[config.mk]
export PLATFORM = sky130hd
export DESIGN_NAME = serial_clk_gen
export DESIGN_NICKNAME = d
export VERILOG_FILES = /design/src/rtl/sclk_gen_pkg.sv /design/src/rtl/sclk_rate_norm.sv /design/src/rtl/sclk_phase_acc.sv /design/src/rtl/sclk_seq_fsm.sv /design/src/rtl/serial_clk_gen.sv
export SDC_FILE = /design/constraint.sdc
export NUM_CORES = 1
export LEC_CHECK = 0
export CAP_MARGIN = 5
export CORE_UTILIZATION = 39
export DETAILED_ROUTE_END_ITERATION = 12
export HOLD_SLACK_MARGIN = 0.08
export PLACE_DENSITY = 0.82
export SYNTH_ARGS = -nofsm -noshare
export SYNTH_HDL_FRONTEND = slang
export SYNTH_SLANG_ARGS = --single-unit
[constraint.sdc]
create_clock -name clk_i -period 2.54 [get_ports clk_i]
set_input_delay 0.254 -clock clk_i [delete_from_list [all_inputs] [get_ports clk_i]]
set_output_delay 0.254 -clock clk_i [all_outputs]
set_load 0.01 [all_outputs]
[src/rtl/sclk_gen_pkg.sv]
package sclk_gen_pkg;
  localparam int WORD_W  = 32;
  localparam int FIELD_W = 8;

  typedef enum logic [2:0] {
    ST_IDLE,
    ST_SETUP,
    ST_ACTIVE,
    ST_HOLD,
    ST_GAP
  } seq_state_e;

  // field order fixes bit positions: rate 31:24, setup 23:16, hold 15:8, gap 7:0
  typedef struct packed {
    logic [FIELD_W-1:0] rate;
    logic [FIELD_W-1:0] setup;
    logic [FIELD_W-1:0] hold;
    logic [FIELD_W-1:0] gap;
  } slot_cfg_t;
endpackage

[src/rtl/sclk_rate_norm.sv]
module sclk_rate_norm #(
  parameter int W = 8
) (
  input  logic [W-1:0] raw_i,
  output logic [W-1:0] pow2_o
);
  // keep the highest set bit; zero maps to the slowest rate
  always_comb begin
    pow2_o = {{(W-1){1'b0}}, 1'b1};
    for (int i = 0; i < W; i++) begin
      if (raw_i[i]) pow2_o = W'(1) << i;
    end
  end
endmodule

[src/rtl/sclk_phase_acc.sv]
module sclk_phase_acc #(
  parameter int W = 8
) (
  input  logic         clk_i,
  input  logic         rst_ni,
  input  logic         en_i,
  input  logic [W-1:0] step_i,
  output logic         tick_o
);
  logic [W-1:0] acc_q;
  logic [W:0]   sum;

  assign sum    = {1'b0, acc_q} + {1'b0, step_i};
  assign tick_o = en_i & sum[W];

  always_ff @(posedge clk_i or negedge rst_ni) begin
    if (!rst_ni)   acc_q <= '0;
    else if (!en_i) acc_q <= '0;
    else            acc_q <= sum[W-1:0];
  end


  tick_gap_chk: assert property (@(posedge clk_i) disable iff (!rst_ni)
    tick_o |=> !tick_o);
endmodule

[src/rtl/sclk_seq_fsm.sv]
module sclk_seq_fsm
  import sclk_gen_pkg::*;
#(
  parameter int LEN_W = 8
) (
  input  logic             clk_i,
  input  logic             rst_ni,
  input  logic             run_i,
  input  slot_cfg_t        cfg_i,
  input  logic             pol_i,
  input  logic             pha_i,
  input  logic [LEN_W-1:0] len_i,
  input  logic             tick_i,
  output logic             acc_en_o,
  output logic [FIELD_W-1:0] rate_o,
  output logic             sclk_o,
  output logic             shift_o,
  output logic             sample_o,
  output logic             cs_o
);
  localparam int EDGE_W = LEN_W + 1;

  seq_state_e         st_q;
  logic [FIELD_W-1:0] cnt_q, hold_q, gap_q, rate_q;
  logic [EDGE_W-1:0]  edges_q;
  logic               pol_q, pha_q, lead_q;
  logic               sclk_q, shift_q, sample_q, cs_q;

  always_ff @(posedge clk_i or negedge rst_ni) begin
    if (!rst_ni) begin
      st_q <= ST_IDLE;
      cnt_q <= '0; hold_q <= '0; gap_q <= '0; rate_q <= '0;
      edges_q <= '0;
      pol_q <= 1'b0; pha_q <= 1'b0; lead_q <= 1'b1;
      sclk_q <= 1'b0; shift_q <= 1'b0; sample_q <= 1'b0; cs_q <= 1'b0;
    end else begin
      shift_q  <= 1'b0;
      sample_q <= 1'b0;
      unique case (st_q)
        ST_IDLE: begin
          sclk_q <= pol_i;
          if (run_i) begin
            st_q    <= ST_SETUP;
            cnt_q   <= cfg_i.setup;
            hold_q  <= cfg_i.hold;
            gap_q   <= cfg_i.gap;
            rate_q  <= cfg_i.rate;
            pol_q   <= pol_i;
            pha_q   <= pha_i;
            lead_q  <= 1'b1;
            edges_q <= {len_i, 1'b0};
            cs_q    <= 1'b1;
          end
        end
        ST_SETUP: begin
          if (cnt_q == '0) begin
            st_q  <= (edges_q == '0) ? ST_HOLD : ST_ACTIVE;
            cnt_q <= hold_q;
          end else cnt_q <= cnt_q - 1'b1;
        end
        ST_ACTIVE: begin
          if (tick_i) begin
            sclk_q   <= ~sclk_q;
            sample_q <= lead_q ^ pha_q;
            shift_q  <= ~(lead_q ^ pha_q);
            lead_q   <= ~lead_q;
            edges_q  <= edges_q - 1'b1;
            if (edges_q == EDGE_W'(1)) begin
              st_q  <= ST_HOLD;
              cnt_q <= hold_q;
            end
          end
        end
        ST_HOLD: begin
          if (cnt_q == '0) begin
            st_q  <= ST_GAP;
            cnt_q <= gap_q;
            cs_q  <= 1'b0;
          end else cnt_q <= cnt_q - 1'b1;
        end
        ST_GAP: begin
          if (cnt_q == '0) st_q <= ST_IDLE;
          else cnt_q <= cnt_q - 1'b1;
        end
        default: st_q <= ST_IDLE;
      endcase
    end
  end

  assign acc_en_o = (st_q == ST_ACTIVE);
  assign rate_o   = rate_q;
  assign sclk_o   = sclk_q;
  assign shift_o  = shift_q;
  assign sample_o = sample_q;
  assign cs_o     = cs_q;


  sclk_rest_chk: assert property (@(posedge clk_i) disable iff (!rst_ni)
    (st_q == ST_HOLD || st_q == ST_GAP) |-> (sclk_o == pol_q));

  strobe_edge_chk: assert property (@(posedge clk_i) disable iff (!rst_ni)
    (shift_o || sample_o) |-> (sclk_o != $past(sclk_o)));

  cs_fall_chk: assert property (@(posedge clk_i) disable iff (!rst_ni)
    $fell(cs_o) |-> ($past(st_q) == ST_HOLD));

  cfg_hold_chk: assert property (@(posedge clk_i) disable iff (!rst_ni)
    (st_q != ST_IDLE && $past(st_q) != ST_IDLE) |-> ($stable(rate_q) && $stable(pha_q)));
endmodule

[src/rtl/serial_clk_gen.sv]
module serial_clk_gen
  import sclk_gen_pkg::*;
#(
  parameter int NDEV  = 8,
  parameter int LEN_W = 8,
  localparam int SEL_W = $clog2(NDEV)
) (
  input  logic                   clk_i,
  input  logic                   rst_ni,
  input  logic                   run_i,
  input  logic [SEL_W-1:0]       dev_sel_i,
  input  logic [LEN_W-1:0]       len_i,
  input  logic [NDEV*WORD_W-1:0] param_i,
  input  logic [NDEV-1:0]        cpol_i,
  input  logic [NDEV-1:0]        cpha_i,
  output logic                   sclk_o,
  output logic                   shift_o,
  output logic                   sample_o,
  output logic                   cs_o
);
  slot_cfg_t          slot_cfg [NDEV];
  slot_cfg_t          sel_cfg, norm_cfg;
  logic [FIELD_W-1:0] rate_pow2, rate_run;
  logic               acc_en, tick;

  for (genvar g = 0; g < NDEV; g++) begin : g_slot
    assign slot_cfg[g] = slot_cfg_t'(param_i[g*WORD_W +: WORD_W]);
  end

  assign sel_cfg = slot_cfg[dev_sel_i];

  sclk_rate_norm #(.W(FIELD_W)) i_rate_norm (
    .raw_i  (sel_cfg.rate),
    .pow2_o (rate_pow2)
  );

  always_comb begin
    norm_cfg      = sel_cfg;
    norm_cfg.rate = rate_pow2;
  end

  sclk_seq_fsm #(.LEN_W(LEN_W)) i_seq (
    .clk_i    (clk_i),
    .rst_ni   (rst_ni),
    .run_i    (run_i),
    .cfg_i    (norm_cfg),
    .pol_i    (cpol_i[dev_sel_i]),
    .pha_i    (cpha_i[dev_sel_i]),
    .len_i    (len_i),
    .tick_i   (tick),
    .acc_en_o (acc_en),
    .rate_o   (rate_run),
    .sclk_o   (sclk_o),
    .shift_o  (shift_o),
    .sample_o (sample_o),
    .cs_o     (cs_o)
  );

  sclk_phase_acc #(.W(FIELD_W)) i_acc (
    .clk_i  (clk_i),
    .rst_ni (rst_ni),
    .en_i   (acc_en),
    .step_i (rate_run),
    .tick_o (tick)
  );
endmodule

# Yosys cells after proc, flatten, opt, wreduce, memory -nomap -nowiden
# Cells that the tools add are included.
# W data, S select, Z words.
# op_classes
addsub	3
magnitude_cmp	2
eq_ne	12
muxes	44
n_bitwise	6
n_reduce_logical	12
# op_table
operator	n
$bmux W32 S3	1
$mux W32	2
$mux W8	8
$pmux W8 S5	1
$mux W3	7
$mux W9	2
$pmux W9 S2	1
$pmux W3 S5	1
$mux W1	11
$add A8 B8 Y9	1
$eq A9 B1 Y1 const B	1
$logic_not A9 Y1	1
$sub A9 B1 Y9 const B	1
$logic_not A8 Y1	1
$ne A2 B2 Y1 const B	4
$sub A8 B1 Y8 const B	1
$mux W7	1
$bmux W1 S3	2
$eq A3 B2 Y1 const B	2
$mux W6	1
$ne A2 B1 Y1 const B	3
$pmux W1 S2	3
$reduce_and A3 Y1	2
$reduce_and A6 Y1	1
other kinds (16)	20
# word_totals
reg_bits	58
in_bits	286
out_inout_bits	4
wordCells	92

# Logic depth before layout (Yosys ltp)
# logic_depth
depth_word	11
ltp_mapped	9
depth_no_buf	8

# By module
# From an unflattened synthesis, not the netlist that was laid out.
# unflattened
cells_unflattened	499
area_unflattened_um2	5755.5
# by_module_without_submodules
module	n_inst	cells_each	area_per_inst_um2	seq_area_each_um2
sclk_seq_fsm	1	307	2900.3	1252.5
serial_clk_gen	1	122	2175.8	0.0
sclk_phase_acc	1	60	601.8	200.2
sclk_rate_norm	1	10	77.6	0.0

# Worst setup path after synthesis
# Ideal clock, no wire load.
# synth_timing
path_type	register to register
from	reg i_seq.rate_q[0] (netlist: i_seq.rate_o[0])
to	reg i_seq.edges_q[2]
setup_ns	0.136
t_arrival_ns	2.046
t_required_ns	2.404
path_slack_ns	0.358
path_stages_with_launch	10
n_path_buf	1
synth_period_minus_slack_ns	2.182
path_cell_list	dfrtp_1 -> ha_1 -> fa_1 -> a211oi_1 -> o21a_1 -> nor2_1 -> a21o_1 -> clkbuf_1 -> o22ai_1 -> a21oi_1
# synth_between
elab_chain_cells	4
# synth_rtl
item	line_no	rtl
from (decl)	sclk_seq_fsm.sv:24	logic [FIELD_W-1:0] cnt_q, hold_q, gap_q, rate_q;
from (signal assigned)	sclk_seq_fsm.sv:47	rate_q <= cfg_i.rate;
$add A8 B8 Y9	sclk_phase_acc.sv:13	assign sum = {1'b0, acc_q} + {1'b0, step_i};
$and A1 B1 Y1	sclk_phase_acc.sv:14	assign tick_o = en_i & sum[W];
$ne A2 B2 Y1 (no line)	n/a	
$reduce_and A3 Y1 (no line)	n/a	
to (signal assigned)	sclk_seq_fsm.sv:51	edges_q <= {len_i, 1'b0};
to (signal assigned)	sclk_seq_fsm.sv:67	edges_q <= edges_q - 1'b1;
to (decl)	sclk_seq_fsm.sv:25	logic [EDGE_W-1:0] edges_q;
# Every way passes these cells.
# A chain may end at the register's enable or synchronous reset.

# Final worst setup path
# layout_timing
from	reg i_seq.cnt_q[0]
to	reg i_seq.cnt_q[0]
# layout_between
elab_chain_cells	3
elab_cells_between_ends	8
classes_between	1 x add/sub; 1 x eq/ne; 4 x mux; 2 x reduce/logical
# layout_rtl
item	line_no	rtl
from (decl)	sclk_seq_fsm.sv:24	
from (signal assigned)	sclk_seq_fsm.sv:44	cnt_q <= cfg_i.setup;
from (signal assigned)	sclk_seq_fsm.sv:58	cnt_q <= hold_q;
from (signal assigned)	sclk_seq_fsm.sv:59	end else cnt_q <= cnt_q - 1'b1;
$sub A8 B1 Y8 or $logic_not A8 Y1 (tied branches)	n/a	
$mux W8, or another cell as far along	sclk_seq_fsm.sv:82	if (cnt_q == '0) st_q <= ST_IDLE;
$pmux W8 S5 or $reduce_and A5 Y1 (tied branches)	n/a	
# Parallel ways exist; a longest one is shown, timed or not. The select of a mux whose other input is x is not followed.

==> metrics <==
status=finished, final reports clean; delay of the slowest critical-path stage=about 500 ps; largest net degree at the start of global routing=between 50 and 60; number of synthesized flops with an enable pin=0; crit end category=flop; syn nets=765; worst-skew pair later-pin latency=roughly 330 ps; Max Fclk=around 420 MHz; max_cap viols=0; P per Cell Area=between 600 and 700 nW/um2; synthesized netlist cell count=roughly 470; CTS buffer count=9; CTS tree=built; Site Rows=between 40 and 50; Setup crit start=i_seq.cnt_q[0]$_DFFE_PN0P_; starting density of the core=roughly two fifths; Hold WC Path Type=flop to flop; share of post-route cells with drive strength above 1=~16%; vias per std cell=about 5.8; Post-route DRC=0; compound-cell area share of the yosys netlist=approximately 15%; I/O Buffers=approximately 280; first-pass GRT wire length=roughly 30 mm; syn avg cell area=10.8 um2; worst r2r dst=i_seq.cnt_q[0]$_DFFE_PN0P_; sequential-to-total area share from yosys stat=about 29%; CTS Buffer Depth=2; Synth Area in XOR/XNOR=approximately 1.4%; number of fillers in the final layout=972; synthesized cell area=5050 um2; antenna violations before repair=1; post-synthesis simple-gate area fraction=a little under an eighth; number of global-route vias before repair=5586; Yosys reg bits=just under 60; FF-to-FF path depth=8; first-pass iteration count of the detailed router=5; gpl congestion=0.936; cell with the most instances after synthesis=mux4_2; ANT nets after route=0; Leakage=around 0.0034 uW; CP endpoint=i_seq.cnt_q[0]$_DFFE_PN0P_; DRT iter0 DRCs=around 420; synthesis warning total=0; Primary FF master, synth=dfrtp_1; placed cells=about 900; GRT Residual Overflow=0; Setup WS post-layout=approximately 140 ps; hpwl dp=roughly 17 mm; part of the cycle the worst path needs=a little over nine tenths; largest fanout on the critical path=5; worst-margin pin slew=around 780 ps; Area Growth Syn to Fin=66.7%; Worst Skew=around 8 ps; leading area contributor after synthesis=mux4_2; die area=roughly 13000 um2; post-layout min period=2400 ps; Data required, critical path=approximately 2800 ps; Die Ht=roughly 120 um; pre-CTS WS=roughly 150 ps; Distinct cells, synth=54; WS Path Type=flop to flop; ys async rst share=100%; Final Setup Violations=0; slew margin rel.=approximately 48%; final core occ=66.7%; # H-tree levels=3; R2R Path Start=i_seq.cnt_q[0]$_DFFE_PN0P_; clock sinks=58; routed vias=~5.3k; post-synthesis mux area share=a little over a third; # IOs=290; nets=between 1k and 1.5k; fin. max-slew vios=0; CTS Root Buffer Type=clkbuf_16; worst path cell trace=inv_1 > ha_1 > or3b_2 > or2_4 > a21oi_4 > o2bb2ai_1 > a211o_1 > mux2_2; DR WL/cell=21.7 um; Core ar.=between 10000 and 15000 um2; critical path's slowest cell=or3b_2; Total Power=approximately 5100 uW; synthesized-area fraction occupied by adder cells=under 10%; Die X=about 120 um; Final Hold Viols=0; non-filler cells, final=922; Worst Path Arrival=2610 ps; share of the synthesized area in the top cell type=between 20% and 30%; reg2reg setup slack=around 140 ps; DRT Wirelength=around 20 mm; largest family of logic cells by synthesized area=multiplexers; Worst-path clk slew=~50 ps; largest cells by area after synthesis=mux4_2, dfrtp_1, mux2i_1; Total Routing Usage GR=a little under a third; Max VDD drop=0.477 mV; CP startpoint kind=flop; Post-synth top cells=mux4_2, dfrtp_1, o21ai_0
state kept, by name, summed over array words and instances (netlist names), 3 cells and up:
signal,cells
i_seq.edges_q,9
i_seq.gap_q,8
i_seq.cnt_q,8
i_seq.rate_o,8
i_seq.hold_q,8
i_acc.acc_q,8
i_seq.st_q,3
cell type report:
| type | count | area [um2] | share of cell area (%) |
|---|---|---|---|
| diodes | 2 | 5.00 | 0.0595 |
| clock buffers | 9 | 225 | 2.68 |
| clock inverters | 7 | 93.8 | 1.12 |
| inverters | 7 | 26.3 | 0.312 |
| multi-input cells | 365 | 3420 | 40.6 |
| flip-flops and latches | 58 | 1450 | 17.3 |
| well taps | 172 | 215 | 2.56 |
| repair buffers | 302 | 2980 | 35.4 |
kinds of logic (layout without fill, tap and decap cells):
group           count (synthesis)  in the layout
flops                          58             58
other cells                     0              2
simple gates                  126            126
buf+inv                        43            325
xor+xnor                        8              8
fa+ha+maj                      13             13
compound gates                117            117
mux                           101            101
cells in the final DEF (no fill, tap or decap), types with 7 or more instances in the layout:
cell type	synthesis	routed
o21ai_0	51	51
clkbuf_16	0	9
inv_1	7	7
dfrtp_1	57	57
nor3_1	8	8
a21oi_1	12	12
mux4_2	65	65
clkdlybuf4s50_1	0	277
o22ai_1	8	8
nand3_1	8	8
nor2_1	34	33
nand2_1	46	46
buf_4	3	19
mux2i_1	32	32
ha_1	12	12
how the worst min path moves through the flow:
stage | cells past startpoint | start | to
2_1_floorplan | 0 | rst_ni | i_acc.acc_q[0]$_DFF_PN0_
3_3_place_gp | 1 | rst_ni | i_seq.shift_o$_DFF_PN0_
3_5_place_dp | 1 | rst_ni | i_seq.shift_o$_DFF_PN0_
4_1_cts | 2 | i_seq.rate_o[3]$_DFFE_PN0P_ | i_seq.rate_o[3]$_DFFE_PN0P_
5_1_grt | 2 | i_seq.rate_o[3]$_DFFE_PN0P_ | i_seq.rate_o[3]$_DFFE_PN0P_
6_report | 2 | i_seq.rate_o[3]$_DFFE_PN0P_ | i_seq.rate_o[3]$_DFFE_PN0P_
per-stage QoR:
stage | setup TNS [ps] | hold slack, ps | area, um2
finish | 0 | 480 | 8410
global route | -0.998 | 501 | 8410
CTS | 0 | 483 | 8400
detailed placement | 0 | 369 | 8070
global placement | 0 | 360 | 8070
floorplan | 0 | -41.6 | 5050
critical path, delay by kind of cell (launching register included):
family,cells,cell delay [ps]
AO/OA/AOI/OAI,3,540
adder cells (fa/ha/maj),1,180
buffers and inverters,1,100
flip-flops,1,420
multiplexers,1,270
AND/OR/NAND/NOR,2,780
what timing repair did:
| item | CTS | global route |
|---|---|---|
| hold buffers | 1 | 0 |
| hold endpoints to repair | 31 | 0 |
| resized for setup | 0 | 4 |
| setup buffers | 0 | 0 |
| setup endpoints to repair | 0 | 16 |
report_power, final:
group / leakage, uW / switching [uW] / internal [uW]
combinational: 0.00247 / 1050 / 1200
sequential: 0.000742 / 325 / 1260
clock: 0.000151 / 436 / 855
total: 0.00336 / 1820 / 3320
layer usage:
layer	vias up	global-route usage, %	part of all wire (%)
met2	251	50.2	49
met4	0	10.3	2.4
met5	-	0	0
li1	2393	-	-
met1	2626	38.5	41
met3	35	8.53	7.8
Note: power is estimated with default switching activity, not from simulation.
